File: config.mk
export PLATFORM = sky130hd
export DESIGN_NAME = gray_watch_fsm
export DESIGN_NICKNAME = d
export VERILOG_FILES = /design/src/rtl/gfsm_pkg.sv /design/src/rtl/gfsm_legal_dec.sv /design/src/rtl/gfsm_next.sv /design/src/rtl/gfsm_hop_check.sv /design/src/rtl/gray_watch_fsm.sv
export SDC_FILE = /design/constraint.sdc
export NUM_CORES = 1
export LEC_CHECK = 0
export ABC_AREA = 1
export BUFFER_PORTS_ARGS = -buffer_cell sky130_fd_sc_hd__buf_2
export CELL_PAD_IN_SITES_DETAIL_PLACEMENT = 2
export CELL_PAD_IN_SITES_GLOBAL_PLACEMENT = 2
export CORE_ASPECT_RATIO = 1.1
export CORE_MARGIN = 2
export CORE_UTILIZATION = 24
export CTS_CLUSTER_DIAMETER = 120
export DETAILED_ROUTE_END_ITERATION = 6
export PLACE_DENSITY = 0.77
export SYNTH_ARGS = -nofsm -noshare
export SYNTH_HDL_FRONTEND = slang
export SYNTH_SLANG_ARGS = --single-unit
File: constraint.sdc
create_clock -name clk -period 3 [get_ports clk]
set_clock_uncertainty 0.1 [all_clocks]
set_input_delay 0.6 -clock clk [delete_from_list [all_inputs] [get_ports clk]]
set_output_delay 0.6 -clock clk [all_outputs]
set_load 0.02 [all_outputs]
File: src/rtl/gfsm_pkg.sv
package gfsm_pkg;
  localparam int unsigned GFSM_MAX_W = 16;

  function automatic logic [GFSM_MAX_W-1:0] bin_to_gray(input logic [GFSM_MAX_W-1:0] b);
    return b ^ (b >> 1);
  endfunction

  function automatic logic [GFSM_MAX_W-1:0] gray_to_bin(input logic [GFSM_MAX_W-1:0] g);
    logic [GFSM_MAX_W-1:0] b;
    b[GFSM_MAX_W-1] = g[GFSM_MAX_W-1];
    for (int k = GFSM_MAX_W - 2; k >= 0; k--) begin
      b[k] = b[k+1] ^ g[k];
    end
    return b;
  endfunction
endpackage

File: src/rtl/gfsm_legal_dec.sv
module gfsm_legal_dec #(
  parameter int unsigned SEQ_W   = 3,
  parameter int unsigned GUARD_W = 1
) (
  input  logic [SEQ_W+GUARD_W-1:0] cur,
  output logic                     legal
);
  localparam int unsigned REG_W = SEQ_W + GUARD_W;
  localparam int unsigned NUM_STATES = 1 << SEQ_W;

  logic [NUM_STATES-1:0] hit;

  // one comparator per used code; guard bits are part of every compare
  for (genvar i = 0; i < NUM_STATES; i++) begin : g_code
    localparam int unsigned BIN = i;
    localparam logic [REG_W-1:0] CODE = REG_W'(BIN ^ (BIN >> 1));
    assign hit[i] = (cur == CODE);
  end

  assign legal = |hit;
endmodule

File: src/rtl/gfsm_next.sv
module gfsm_next
  import gfsm_pkg::*;
#(
  parameter int unsigned SEQ_W   = 3,
  parameter int unsigned GUARD_W = 1
) (
  input  logic [SEQ_W+GUARD_W-1:0] cur,
  input  logic                     legal,
  input  logic                     advance,
  output logic [SEQ_W+GUARD_W-1:0] nxt
);
  localparam int unsigned REG_W = SEQ_W + GUARD_W;

  logic [SEQ_W-1:0] cur_bin;
  logic [SEQ_W-1:0] step_bin;
  logic [SEQ_W-1:0] step_gray;
  logic [GFSM_MAX_W-1:0] bin_wide;
  logic [GFSM_MAX_W-1:0] gray_wide;

  always_comb begin
    bin_wide  = gray_to_bin(GFSM_MAX_W'(cur[SEQ_W-1:0]));
    cur_bin   = bin_wide[SEQ_W-1:0];
    step_bin  = cur_bin + SEQ_W'(1);          // wraps to 0 after the last code
    gray_wide = bin_to_gray(GFSM_MAX_W'(step_bin));
    step_gray = gray_wide[SEQ_W-1:0];
    if (!legal) begin
      nxt = '0;                               // homing from an unused code
    end else if (advance) begin
      nxt = {{GUARD_W{1'b0}}, step_gray};
    end else begin
      nxt = cur;
    end
  end
endmodule

File: src/rtl/gfsm_hop_check.sv
module gfsm_hop_check #(
  parameter int unsigned REG_W = 4
) (
  input  logic             clk,
  input  logic             rst,
  input  logic             clear,
  input  logic [REG_W-1:0] cur,
  input  logic [REG_W-1:0] prev,
  output logic             flag_o
);
  logic [REG_W-1:0] diff;
  logic             multi;
  logic             flag_q;

  // more than one bit set <=> clearing the lowest set bit leaves something
  assign diff  = cur ^ prev;
  assign multi = |(diff & (diff - REG_W'(1)));

  always_ff @(posedge clk) begin
    if (rst) begin
      flag_q <= 1'b0;
    end else begin
      flag_q <= multi | (flag_q & ~clear);
    end
  end

  assign flag_o = flag_q;
endmodule

File: src/rtl/gray_watch_fsm.sv
module gray_watch_fsm #(
  parameter int unsigned SEQ_W   = 3,
  parameter int unsigned GUARD_W = 1
) (
  input  logic                     clk,
  input  logic                     rst,
  input  logic                     advance,
  input  logic                     clear,
  input  logic [SEQ_W+GUARD_W-1:0] upset_cur,
  input  logic [SEQ_W+GUARD_W-1:0] upset_prev,
  output logic [SEQ_W+GUARD_W-1:0] state_o,
  output logic                     trans_err_o,
  output logic                     state_err_o
);
  localparam int unsigned REG_W = SEQ_W + GUARD_W;

  logic [REG_W-1:0] cur_q;
  logic [REG_W-1:0] prev_q;
  logic [REG_W-1:0] nxt;
  logic             legal;
  logic             state_err_q;

  gfsm_legal_dec #(.SEQ_W(SEQ_W), .GUARD_W(GUARD_W)) u_dec (
    .cur   (cur_q),
    .legal (legal)
  );

  gfsm_next #(.SEQ_W(SEQ_W), .GUARD_W(GUARD_W)) u_next (
    .cur     (cur_q),
    .legal   (legal),
    .advance (advance),
    .nxt     (nxt)
  );

  gfsm_hop_check #(.REG_W(REG_W)) u_hop (
    .clk    (clk),
    .rst    (rst),
    .clear  (clear),
    .cur    (cur_q),
    .prev   (prev_q),
    .flag_o (trans_err_o)
  );

  always_ff @(posedge clk) begin
    if (rst) begin
      cur_q       <= '0;
      prev_q      <= '0;
      state_err_q <= 1'b0;
    end else begin
      cur_q       <= nxt ^ upset_cur;
      prev_q      <= cur_q ^ upset_prev;   // reloaded every cycle, holds included
      state_err_q <= ~legal;
    end
  end

  assign state_o     = cur_q;
  assign state_err_o = state_err_q;
endmodule

# ---- Word-level counts from Yosys, hierarchy flattened
# Index checks and enable logic that the tools add are counted.
dict set report classes {
  addsub 2
  div_mod_pow 0
  n_lt_le_gt_ge 0
  muxes 2
  shifts 0
  n_eq_ne 7
  n_bitwise 11
  reduce_logical 3
  multipliers 0
}
# op count
set ops {}
lappend ops {{$eq A4 B3 Y1 const B} 4}
lappend ops {{$xor A4 B4 Y4} 3}
lappend ops {{$eq A4 B2 Y1 const B} 2}
lappend ops {{$mux W4} 2}
lappend ops {{$reduce_or A8 Y1} 1}
lappend ops {{$and A4 B4 Y4} 1}
lappend ops {{$eq A4 B1 Y1 const B} 1}
lappend ops {{$logic_not A4 Y1} 1}
lappend ops {{$reduce_or A4 Y1} 1}
lappend ops {{$sub A4 B1 Y4 const B} 1}
lappend ops {{$add A3 B1 Y3 const B} 1}
lappend ops {{$xor A3 B2 Y3} 1}
lappend ops {{$not A1 Y1} 2}
lappend ops {{$xor A1 B1 Y1} 2}
lappend ops {{$and A1 B1 Y1} 1}
lappend ops {{$or A1 B1 Y1} 1}
dict set report totals {
  input_bits 12
  latch_bits 0
  elab_cells 29
  memories 0
  ram_bits 0
  register_bits 10
  romBits 0
  out_inout_bits 6
}

# ---- Longest topological paths before layout
dict set report logic_depth {
  word_depth 7
  depth_mapped 8
  ltp_nobuf 8
}

# ---- Modules after synthesis
# From an unflattened synthesis, not the netlist that was laid out.
dict set report unflattened {
  hier_cells 107
  area_unflattened_um2 575.6
}
# module cells_each area_per_inst_um2 seq_area_each_um2 n_inst
set modules_own_cells {}
lappend modules_own_cells {gray_watch_fsm 43 307.8 180.2 1}
lappend modules_own_cells {gfsm_hop_check 44 182.7 20.0 1}
lappend modules_own_cells {gfsm_next 19 81.3 0.0 1}
lappend modules_own_cells {gfsm_legal_dec 1 3.8 0.0 1}

# ---- Least setup slack after synthesis
# No wires, ideal clock.
dict set report synth_timing {
  kind {register -> register}
  start {register cur_q[0], in the netlist state_o[0]}
  end {register u_hop.flag_q, in the netlist u_hop.flag_o}
  stages_incl_launch_ff 8
  period_less_slack_ns 1.235
  n_path_buf 0
  t_arrival_ns 1.026
  setup_slack_ns 1.765
  required_time_ns 2.791
  setup_time_ns 0.109
  cell_sequence {dfxtp_1 -> inv_1 -> nand2_1 -> nand2_1 -> a21oi_1 -> nand3_1 -> nand2_1 -> inv_1}
}
dict set report synth_between {
  elab_chain_len 5
}
# element line_no
set synth_lines {}
lappend synth_lines {{start: declaration} gray_watch_fsm.sv:17} ;# logic [REG_W-1:0] cur_q;
lappend synth_lines {{start signal: assignment} gray_watch_fsm.sv:50} ;# cur_q <= nxt ^ upset_cur;
lappend synth_lines {{$xor A4 B4 Y4 (*)} gfsm_hop_check.sv:16} ;# assign diff = cur ^ prev;
lappend synth_lines {{$sub A4 B1 Y4} gfsm_hop_check.sv:17} ;# assign multi = |(diff & (diff - REG_W'(1)));
lappend synth_lines {{$and A4 B4 Y4 (*)} gfsm_hop_check.sv:17}
lappend synth_lines {{$reduce_or A4 Y1 (*)} gfsm_hop_check.sv:17}
lappend synth_lines {{$or A1 B1 Y1 (*)} gfsm_hop_check.sv:23} ;# flag_q <= multi | (flag_q & ~clear);
lappend synth_lines {{end signal: assignment} gfsm_hop_check.sv:23}
lappend synth_lines {{end: declaration} gfsm_hop_check.sv:13} ;# logic flag_q;
# Mark *: on every way between the ends. The rest lies on a longest branch, timed or not.
# A chain may end at the register's enable or synchronous reset.

# ---- Worst setup path in the final report
dict set report layout_timing {
  start {register cur_q[1], in the netlist state_o[1]}
  end {output port state_o[1]}
}
# element line_no
set layout_rtl {}
lappend layout_rtl {{end: declaration} gray_watch_fsm.sv:11} ;# output logic [SEQ_W+GUARD_W-1:0] state_o,
# No word-level cell between the ends.

==> reports/qor.txt <==
Status: complete, no violations
Mapped Cells: 81
Routed length per instance: 11.63 um
Distinct cells, synth: 11
Detailed Routing Iterations Pass 1: 1
Post-route ant nets: 0
Power Dens Cells: 520.3 nW/um^2
# Max-Cap Violations: 0
# clock sinks: 10
Setup violators final: 0
Pleak: 0.3658 nW
Pins Over Slew Limit: 0
N_diodes: 0
Layout cell share with drive strength beyond 1: 20.79%
Placer congestion estimate: 0.7266
CP cell instances: buf_2
Fmax: 615.5 MHz
Unrepaired setup endpoints after global routing: false
# port buffers: 17
Critical path buffers and inverters: 1
GR Util All Layers: 14.47%
I/O pin count: 18
Worst-Skew Late Latency: 0.26 ns
Netlist Area Pre-Place: 506.7 um^2
Htree depth: 1
Die height: 52.19 um
CTS tree: built
Die area: 2495 um^2
Hold Path Class: reg2reg
Peak VDD IR: 0.2539 mV
Most frequent cells in the layout: 27 x nand2_1, 17 x buf_2, 14 x inv_1
Syn. warnings: 0
Detailed Route WL: 1500 um
Crit-path max FO: 6
Largest net degree at the start of global routing: 8
Longest Clk Path Bufs: 2
First-pass GRT wire length: 2539 um
Vias in the first global route: 598
Total Nets Final: 115
Crit path largest cell delay: 0.45 ns
Die width: 47.81 um
CP Class: reg2out
GR Overflow Total: 0
Most common cell after layout, fill and taps aside: nand2_1
Via density: 4.411
# DRC: 0
Layout Utilization: 32.48%
Clk pin slew, worst setup/hold paths: 0.07 ns
Mapped Nets: 93
Slew headroom: 83.97%
Fillcell total: 263
Num CTS Buffers: 3
Data arrival, critical path: 0.92 ns
Postcts setup bufs: 0
#FFs+latches synth: 10
Resize count post-CTS: 0
Rows: 17
Detailed placer's ending HPWL: 1272 um
Mean Syn Cell Area: 6.256 um^2
Core Footprint: 1999 um^2
Via count: 569
Synth area leaders: dfxtp_1 40%, nand2_1 20%, inv_1 10%, nor2_1 8.9%, xnor2_1 6.9%
Hold Violations, Final: 0
Clock Tree Root: clkbuf_4
Crit path time final: 1.625 ns
Register area share after synthesis: 39.51%
Worst-Margin Slew: 0.2401 ns
Fin Setup TNS: 0 ns
Initial Util: 25.34%
Worst EP required: 2.30 ns
Area leader, netlist: dfxtp_1
Final worst-path cycle share: 54.16%
CP top delay family: flip-flops
Cts hold-fix bufs: 0
Iter 0 DRT Violations: 0
Antenna violations before repair: 0
Top-area cell type share of the netlist area: 39.51%
Worst path slowest cell: dfxtp_1
CP Capture Type: primary output
CP Launch Type: register
Area Growth Syn to Fin: 28.15%
==> final timing paths <==
kind | from | to | slack [ns] | depth (start not counted)
max | state_o[1] | state_o[1] | 1.38 | 1
min | state_o[3] | state_err_o | 0.45 | 2
max reg2reg | state_o[0] | u_hop.flag_o | 1.74 | 7
min reg2reg | state_o[3] | state_err_o | 0.45 | 2
==> cells by family (layout without fill, tap and decap cells) <==
kind of cell | count (synthesis) | count (layout) | synth area share [%]
buffers and inverters | 15 | 35 | 11.11
XOR/XNOR | 5 | 5 | 8.642
AND/OR/NAND/NOR | 45 | 45 | 34.81
AO/OA/AOI/OAI | 6 | 6 | 5.924
flip-flops | 10 | 10 | 39.51
==> sequential cells by signal, summed over array words and instances (netlist names) <==
| signal | count |
|---|---|
| state_err_o | 1 |
| state_o | 4 |
| prev_q | 4 |
| u_hop.flag_o | 1 |
==> where the power goes <==
part,internal (W),switching (W),total [W],leakage (nW)
clock network,0.0000463,0.0000456,0.0000919,0.0138
registers,0.000146,0.0000121,0.000158,0.0833
logic,0.0000340,0.0000543,0.0000884,0.269
total,0.000226,0.000112,0.000338,0.366
==> synthesized netlist by cell type, drive strengths merged <==
| master | n |
|---|---|
| a21oi | 4 |
| nand2 | 27 |
| nor2 | 12 |
| o21ai | 2 |
| xor2 | 1 |
| inv | 15 |
| xnor2 | 4 |
| dfxtp | 10 |
| nand3 | 6 |
==> final cells by class <==
type / instances / area, um^2 / area share [%]
clock buffer: 3 / 22.52 / 3.468
inverter: 15 / 56.30 / 8.671
multi-input combinational: 56 / 250.2 / 38.54
sequential: 10 / 200.2 / 30.83
tap: 28 / 35.03 / 5.395
timing repair buffer: 17 / 85.08 / 13.10
==> through the flow <==
stage	instances	power [W]	hold slack (ns)	setup slack, ns	area, um^2
after global placement	126	0.0002431	0.4389	1.616	626.9
after detailed placement	126	0.0002513	0.4448	1.583	626.9
after global routing	129	0.0003660	0.4524	1.285	649.4
after floorplan	81	0.0002170	0.4854	1.765	506.7
after CTS	129	0.0003445	0.4494	1.340	649.4
final	129	0.0003379	0.4466	1.375	649.4
==> metal layers <==
layer  vias up  wire (um)  track usage, %
met5         -          0               0
met4         0         13           5.405
met2        10        847           26.22
li1        280          -               -
met1       277        581           16.21
met3         2         58           2.069
No activity file was read; power rests on OpenSTA's default activity.
